$ cat config.mk
export PLATFORM = sky130hd
export DESIGN_NAME = lock_flip_unit
export DESIGN_NICKNAME = d
export VERILOG_FILES = /design/src/rtl/lock_flip_pkg.sv /design/src/rtl/lock_flip_match.sv /design/src/rtl/lock_flip_bank.sv /design/src/rtl/lock_flip_unit.sv
export SDC_FILE = /design/constraint.sdc
export NUM_CORES = 1
export LEC_CHECK = 0
export ABC_AREA = 1
export BUFFER_PORTS_ARGS = -buffer_cell sky130_fd_sc_hd__buf_2
export CORE_AREA = 8 8 45 47
export DETAILED_ROUTE_END_ITERATION = 6
export DIE_AREA = 0 0 53 55
export PLACE_DENSITY = 0.44
export SLEW_MARGIN = 10
export SYNTH_ARGS = -nofsm -noshare
export SYNTH_HDL_FRONTEND = slang
export SYNTH_SLANG_ARGS = --single-unit
$ cat constraint.sdc
create_clock -name vclk -period 1.15
set_input_delay 0.23 -clock vclk [all_inputs]
set_output_delay 0.23 -clock vclk [all_outputs]
set_load 0.03 [all_outputs]
$ cat src/rtl/lock_flip_pkg.sv
package lock_flip_pkg;
    // Position of bit i of pattern j inside a concatenated pattern vector.
    function automatic int key_bit_pos(input int bit_i, input int pat_j, input int width);
        return bit_i + pat_j * width;
    endfunction
endpackage

$ cat src/rtl/lock_flip_match.sv
module lock_flip_match #(
    parameter int PAT_W = 4
) (
    input  logic [PAT_W-1:0] sample_bits,
    input  logic [PAT_W-1:0] pattern_bits,
    output logic             is_equal
);
    logic [PAT_W-1:0] bit_same;

    for (genvar b = 0; b < PAT_W; b++) begin : g_bit
        // inverted difference: 1 when the two bits agree
        assign bit_same[b] = ~(sample_bits[b] ^ pattern_bits[b]);
    end

    assign is_equal = &bit_same;
endmodule

$ cat src/rtl/lock_flip_bank.sv
module lock_flip_bank
    import lock_flip_pkg::*;
#(
    parameter int PAT_W = 4,
    parameter int PAT_N = 3,
    localparam int VEC_W = PAT_W * PAT_N
) (
    input  logic [PAT_W-1:0] sample_bits,
    input  logic [VEC_W-1:0] pattern_vec,
    output logic             any_hit
);
    logic [PAT_N-1:0] hit_per_pat;

    for (genvar j = 0; j < PAT_N; j++) begin : g_pat
        logic [PAT_W-1:0] field;
        for (genvar i = 0; i < PAT_W; i++) begin : g_fbit
            assign field[i] = pattern_vec[key_bit_pos(i, j, PAT_W)];
        end
        lock_flip_match #(.PAT_W(PAT_W)) u_match (
            .sample_bits (sample_bits),
            .pattern_bits(field),
            .is_equal    (hit_per_pat[j])
        );
    end

    assign any_hit = |hit_per_pat;
endmodule

$ cat src/rtl/lock_flip_unit.sv
module lock_flip_unit #(
    parameter int PAT_W = 4,
    parameter int PAT_N = 3,
    parameter logic [PAT_W*PAT_N-1:0] HARD_PATS = 12'hC3A
) (
    input  logic [PAT_W-1:0]       prot_in,
    input  logic                   orig_out,
    input  logic [PAT_W*PAT_N-1:0] key_in,
    output logic                   locked_out
);
    logic flip_hit;
    logic restore_hit;

    lock_flip_bank #(.PAT_W(PAT_W), .PAT_N(PAT_N)) u_flip_bank (
        .sample_bits(prot_in),
        .pattern_vec(HARD_PATS),
        .any_hit    (flip_hit)
    );

    lock_flip_bank #(.PAT_W(PAT_W), .PAT_N(PAT_N)) u_restore_bank (
        .sample_bits(prot_in),
        .pattern_vec(key_in),
        .any_hit    (restore_hit)
    );

    assign locked_out = orig_out ^ flip_hit ^ restore_hit;
endmodule

==> results of run 1 <==
==> critical path, cell delays in order <==
cell     delay [ps]
buf_6           110
buf_6           110
nand2_1          50
nand2_1          40
nor2_1           80
nand2_1          70
inv_1            70
nor2_2           40
nand2_1          60
nand2_2          50
buf_6           130
==> final cells by class <==
| cell class | instances | share of cell area, % |
|---|---|---|
| Tap cell | 16 | 4.16 |
| Inverter | 19 | 15.8 |
| Multi-Input combinational cell | 58 | 53.2 |
| Timing Repair Buffer | 19 | 26.8 |
==> power by group through the flow <==
| stage | clock, mW | combinational, mW | sequential (mW) |
|---|---|---|---|
| after floorplan | 0 | 0.0949 | 0 |
| after CTS | 0 | 0.174 | 0 |
| after detailed placement | 0 | 0.156 | 0 |
| after global placement | 0 | 0.155 | 0 |
| after global routing | 0 | 0.210 | 0 |
| final | 0 | 0.185 | 0 |
==> layout by cell type, fill, tap and decap left out, types with 2 or more instances in the layout <==
master	count
buf_6	5
inv_2	3
nand3_1	2
nand2_2	3
nand2_1	43
inv_1	15
nor2_2	2
nor2_1	5
buf_2	13
==> timing repair <==
item,CTS,global route
gates resized for setup,10,12
pin swaps,8,9
endpoints found under the setup margin,1,1
endpoints found under the hold margin,0,0
==> through the flow <==
stage	setup TNS, ps	utilization [%]	setup slack (ps)	instance area, µm²
5_1_grt	-182	34.8	-182	482
4_1_cts	-164	32.0	-164	443
6_report	-114	34.8	-114	482
3_3_place_gp	-234	30.5	-234	422
3_5_place_dp	-258	30.5	-258	422
2_1_floorplan	0	-	44.4	304
==> logic make-up after synthesis <==
logic type	synth area share (%)
buffers and inverters	23.7
XOR/XNOR	2.91
AO/OA/AOI/OAI	1.66
AND/OR/NAND/NOR	71.8
==> how the worst max path moves through the flow <==
stage / start / to / slack (ps) / depth (start not counted)
global route: prot_in[3] / locked_out / -180 / 11
finish: prot_in[3] / locked_out / -110 / 11
CTS: prot_in[3] / locked_out / -160 / 11
detailed placement: prot_in[3] / locked_out / -260 / 11
floorplan: prot_in[3] / locked_out / 40 / 9
global placement: prot_in[3] / locked_out / -230 / 11
==> per-layer routing <==
layer,vias to the layer above,wire length (µm),track usage [%]
li1,254,-,-
met1,174,419,7.84
met2,13,370,9.96
met3,0,39,0.535
met4,0,0,0
met5,-,0,0
==> results by group, run 1 <==
Status
  • Status: finished, violations left
  • Failing checks: setup timing

Worst setup path
  • Worst-path fanout max: 3
  • Critical Path End Type: primary output
  • Worst path required time: 920 ps
  • CP Data Arrival Time: 1030 ps
  • WS Path Type: in2out
  • Crit start category: input pin

Flow run
  • Max-cap violation count: 0

Synth
  • Number of library cell types mapped by synthesis: 7
  • Synth Area per Inst: 3.92 µm²
  • Syn nets: 94
  • Post-Synthesis Cells: 77
  • Synth top cells by count: 46 x nand2_1, 19 x inv_1, 6 x nor2_1
  • Synth area leaders: nand2_1 57%, inv_1 24%, nor2_1 7.5%, nand3_1 5.0%, xor2_1 2.9%
  • Post-synth top area share: 57.3%
  • Most frequent cell after synthesis: nand2_1
  • Yosys top cell by area: nand2_1
  • Yosys warns: 0
  • Area of the mapped netlist: 302 µm²
  • Seq/Total Area, Yosys: 0%

Die
  • Die H: 55 µm
  • Die ar.: 2920 µm²
  • Die W: 53 µm
  • Core area: 1380 µm²
  • I/O Pins: 18
  • Starting Density: 21.8%
  • Row Count: 14

Finish
  • Fin cells: 112
  • Seq Cell Count: 0
  • Area used by multi-input combinational logic: 256 µm²
  • Clock buffers: 0
  • Sequential standard cell area: 0 µm²
  • Final #Nets: 115
  • Layout cells sized above 1: 32.3%
  • # diodes: 0
  • Fill cells: 171
  • Area growth from synthesis to layout: 59.8%

Worst hold path
  • Hold path cells: 6
  • HP Class: in2out
  • Hold Path Sink: locked_out
  • Worst Min Path Start: orig_out

Route
  • Drt wl/cell: 7.40 µm
  • Vias/cell: 3.94
  • DRT iter0 DRCs: 5
  • DRC: 0
  • First-pass detailed-route iteration total: 3
  • Routed via count: 441
  • Antenna-violating nets left: 0
  • Routed wire length: 829 µm

Power
  • Pwr Total: 0.185 mW
  • Pwr dens: 383 nW/µm²
  • Cell Int Power: 0.0854 mW
  • Combinational share of power: 100.0%
  • Net switching power: 0.0993 mW
  • Sw Ratio: 53.8%
  • Reg power frac: 0%
  • Peak VDD IR: 0.000112 V
  • Clock power frac: 0%
  • LEAKAGE: 0.351 nW

Clock network
  • Setup bufs post-CTS: 0
  • Hold buffer count at CTS: 0

STA
  • Crit share post-route: 110%
  • RSZ-0062 raised after global routing: true
  • # setup viols final: 1
  • Hold_ws: 933 ps
  • Worst-margin pin slew: 131 ps
  • Worst rel slew slack: 91.2%
  • Tmin final: 1260 ps
  • Final WS setup: -114 ps
  • Max-slew violations: 0
  • Fmax: 791 MHz
  • Final Hold Viols: 0

GRT
  • Initial antenna violation count: 0
  • Vias in the first global route: 371
  • Global route overflow: 0
  • Total track usage: 5.72%
  • Largest net degree at the start of global routing: 7
  • First-pass GRT wire length: 1.39 mm

Place
  • Placed insts: 112
  • Final GP Congestion: 0.745
  • I/O Buffers: 18
  • DP Wirelength: 739 µm
No activity file was read; power rests on OpenSTA's default activity.
==> run 2, diff against run 1 <==
PLACE_DENSITY = unset   (was 0.44)
==> results by group, run 2 (same netlist as run 1, synthesis figures left out) <==
Status
  • Status: finished, violations left
  • Failing checks: setup timing

GRT
  • Global route overflow: 0 (unchanged)
  • Largest net degree at the start of global routing: 7 (unchanged)
  • Vias in the first global route: 385 (+3.8%)
  • First-pass GRT wire length: 1.39 mm (-0.50%)
  • Total track usage: 5.78% (+0.054 points)
  • Initial antenna violation count: 0 (unchanged)

Power
  • Clock power frac: 0% (unchanged)
  • Net switching power: 0.119 mW (+20%)
  • Pwr dens: 398 nW/µm² (+3.7%)
  • Reg power frac: 0% (unchanged)
  • LEAKAGE: 0.371 nW (+5.6%)
  • Peak VDD IR: 0.000127 V (+13%)
  • Combinational share of power: 100.0% (about the same)
  • Cell Int Power: 0.107 mW (+25%)
  • Sw Ratio: 52.7% (-1.1 points)

Worst setup path
  • WS Path Type: in2out
  • CP Data Arrival Time: 1000 ps (-30 ps)
  • Worst path required time: 920 ps (about the same)
  • CP most frequent cell: nand2_1
  • Critical Path End Type: primary output
  • Worst-path fanout max: 6 (+3)
  • Crit path max-delay cell type: buf_6
  • Worst path cell trace: buf_6 -> inv_4 -> nand2_1 -> nand2_1 -> nor2_1 -> nand2_1 -> nand2_1 -> nor2_2 -> nand2_1 -> nand2_2 -> buf_6
  • Crit start category: input pin
  • Critical path's largest stage delay: 120 ps (about the same)

Finish
  • Area growth from synthesis to layout: 88.0%
  • Most frequent cells in the layout: 36 x nand2_1, 12 x inv_1, 10 x buf_2
  • Final core area utilization: 41.0% (+6.1 points)
  • # diodes: 0 (unchanged)
  • Clock buffers: 0 (unchanged)
  • Sequential standard cell area: 0 µm² (unchanged)
  • Final #Nets: 114 (-0.87%)
  • Commonest non-fill, non-tap cell in the layout: nand2_1
  • Seq Cell Count: 0 (unchanged)
  • Layout cells sized above 1: 44.2% (+12 points)
  • Final instance area: 567 µm² (+18%)

Place
  • DP Wirelength: 770 µm (+4.2%)
  • Placed cell area: 414 µm² (-1.8%)
  • I/O Buffers: 18 (unchanged)
  • Final GP Congestion: 0.696 (-6.5%)

Route
  • DRC: 0 (unchanged)
  • Routed wire length: 1.02 mm (+23%)
  • Drt wl/cell: 9.20 µm (+24%)
  • Routed via count: 454 (+2.9%)
  • First-pass detailed-route iteration total: 2 (-1)
  • DRT iter0 DRCs: 2 (-3)
  • Vias/cell: 4.09 (+3.9%)
  • Antenna-violating nets left: 0 (unchanged)

STA
  • Tmin final: 1230 ps (-31.9 ps)
  • Final WS setup: -82.2 ps (+31.9 ps)
  • Hold_ws: 944 ps (+11.0 ps)
  • # setup viols final: 1 (unchanged)
  • Max-slew violations: 0 (unchanged)
  • Worst rel slew slack: 91.6% (+0.37 points)
  • Fmax: 812 MHz (+2.6%)
  • Crit share post-route: 107% (-2.8 points)
  • RSZ-0062 raised after global routing: true
  • Final Hold Viols: 0 (unchanged)
  • Setup total negative slack: -82.2 ps (+31.9 ps)
  • Worst-margin pin slew: 126 ps (-5.47 ps)

Worst hold path
  • HP Class: in2out

Die
  • Row Count: 14 (unchanged)
  • Core area: 1380 µm² (unchanged)
  • Starting Density: 21.8% (unchanged)
  • Die W: 53 µm (unchanged)
  • Die ar.: 2920 µm² (unchanged)
  • Die H: 55 µm (unchanged)
  • I/O Pins: 18 (unchanged)

Clock network
  • Hold buffer count at CTS: 0 (unchanged)
  • Setup bufs post-CTS: 0 (unchanged)

Flow run
  • Max-cap violation count: 0 (unchanged)
[run 2: metrics by stage]
| step | total power, mW | cells | worst slack, ps |
|---|---|---|---|
| final | 0.225 | 111 | -82.2 |
| after CTS | 0.185 | 111 | -98.4 |
| after global placement | 0.151 | 111 | -220 |
| after floorplan | 0.0949 | 77 | 44.4 |
| after global routing | 0.248 | 111 | -151 |
| after detailed placement | 0.154 | 111 | -261 |
[run 2: cell type report]
type	count	area (µm²)
Inverter	19	91.3
Fill cell	151	817
Timing Repair Buffer	18	159
Multi-Input combinational cell	58	297
Tap cell	16	20.0
[run 2: timing repair]
action / in CTS / in global routing
pin swaps: 12 / 20
endpoints found under the setup margin: 1 / 1
resized for setup: 21 / 30
hold endpoints to repair: 0 / 0
[run 2: layer usage]
metal / share of wire [%] / track usage, % / up-vias
met5: 0 / 0 / -
met4: 0 / 0 / 0
met2: 55 / 12.5 / 9
met1: 43 / 6.18 / 193
li1: - / - / 252
met3: 1.9 / 0.267 / 0
[run 2: worst max-delay path: cells and delay by family]
family	cells	cell delay [ps]
and+or+nand+nor	8	480
buffers and inverters	3	290
[run 2: power groups by stage]
stage | Sequential, mW | Clock, mW | Combinational (mW)
finish | 0 | 0 | 0.225
floorplan | 0 | 0 | 0.0949
CTS | 0 | 0 | 0.185
detailed placement | 0 | 0 | 0.154
global route | 0 | 0 | 0.248
global placement | 0 | 0 | 0.151
[run 2: final timing paths]
path | cells after the start | from | to | slack (ps)
min | 6 | orig_out | locked_out | 940
max | 11 | prot_in[0] | locked_out | -80
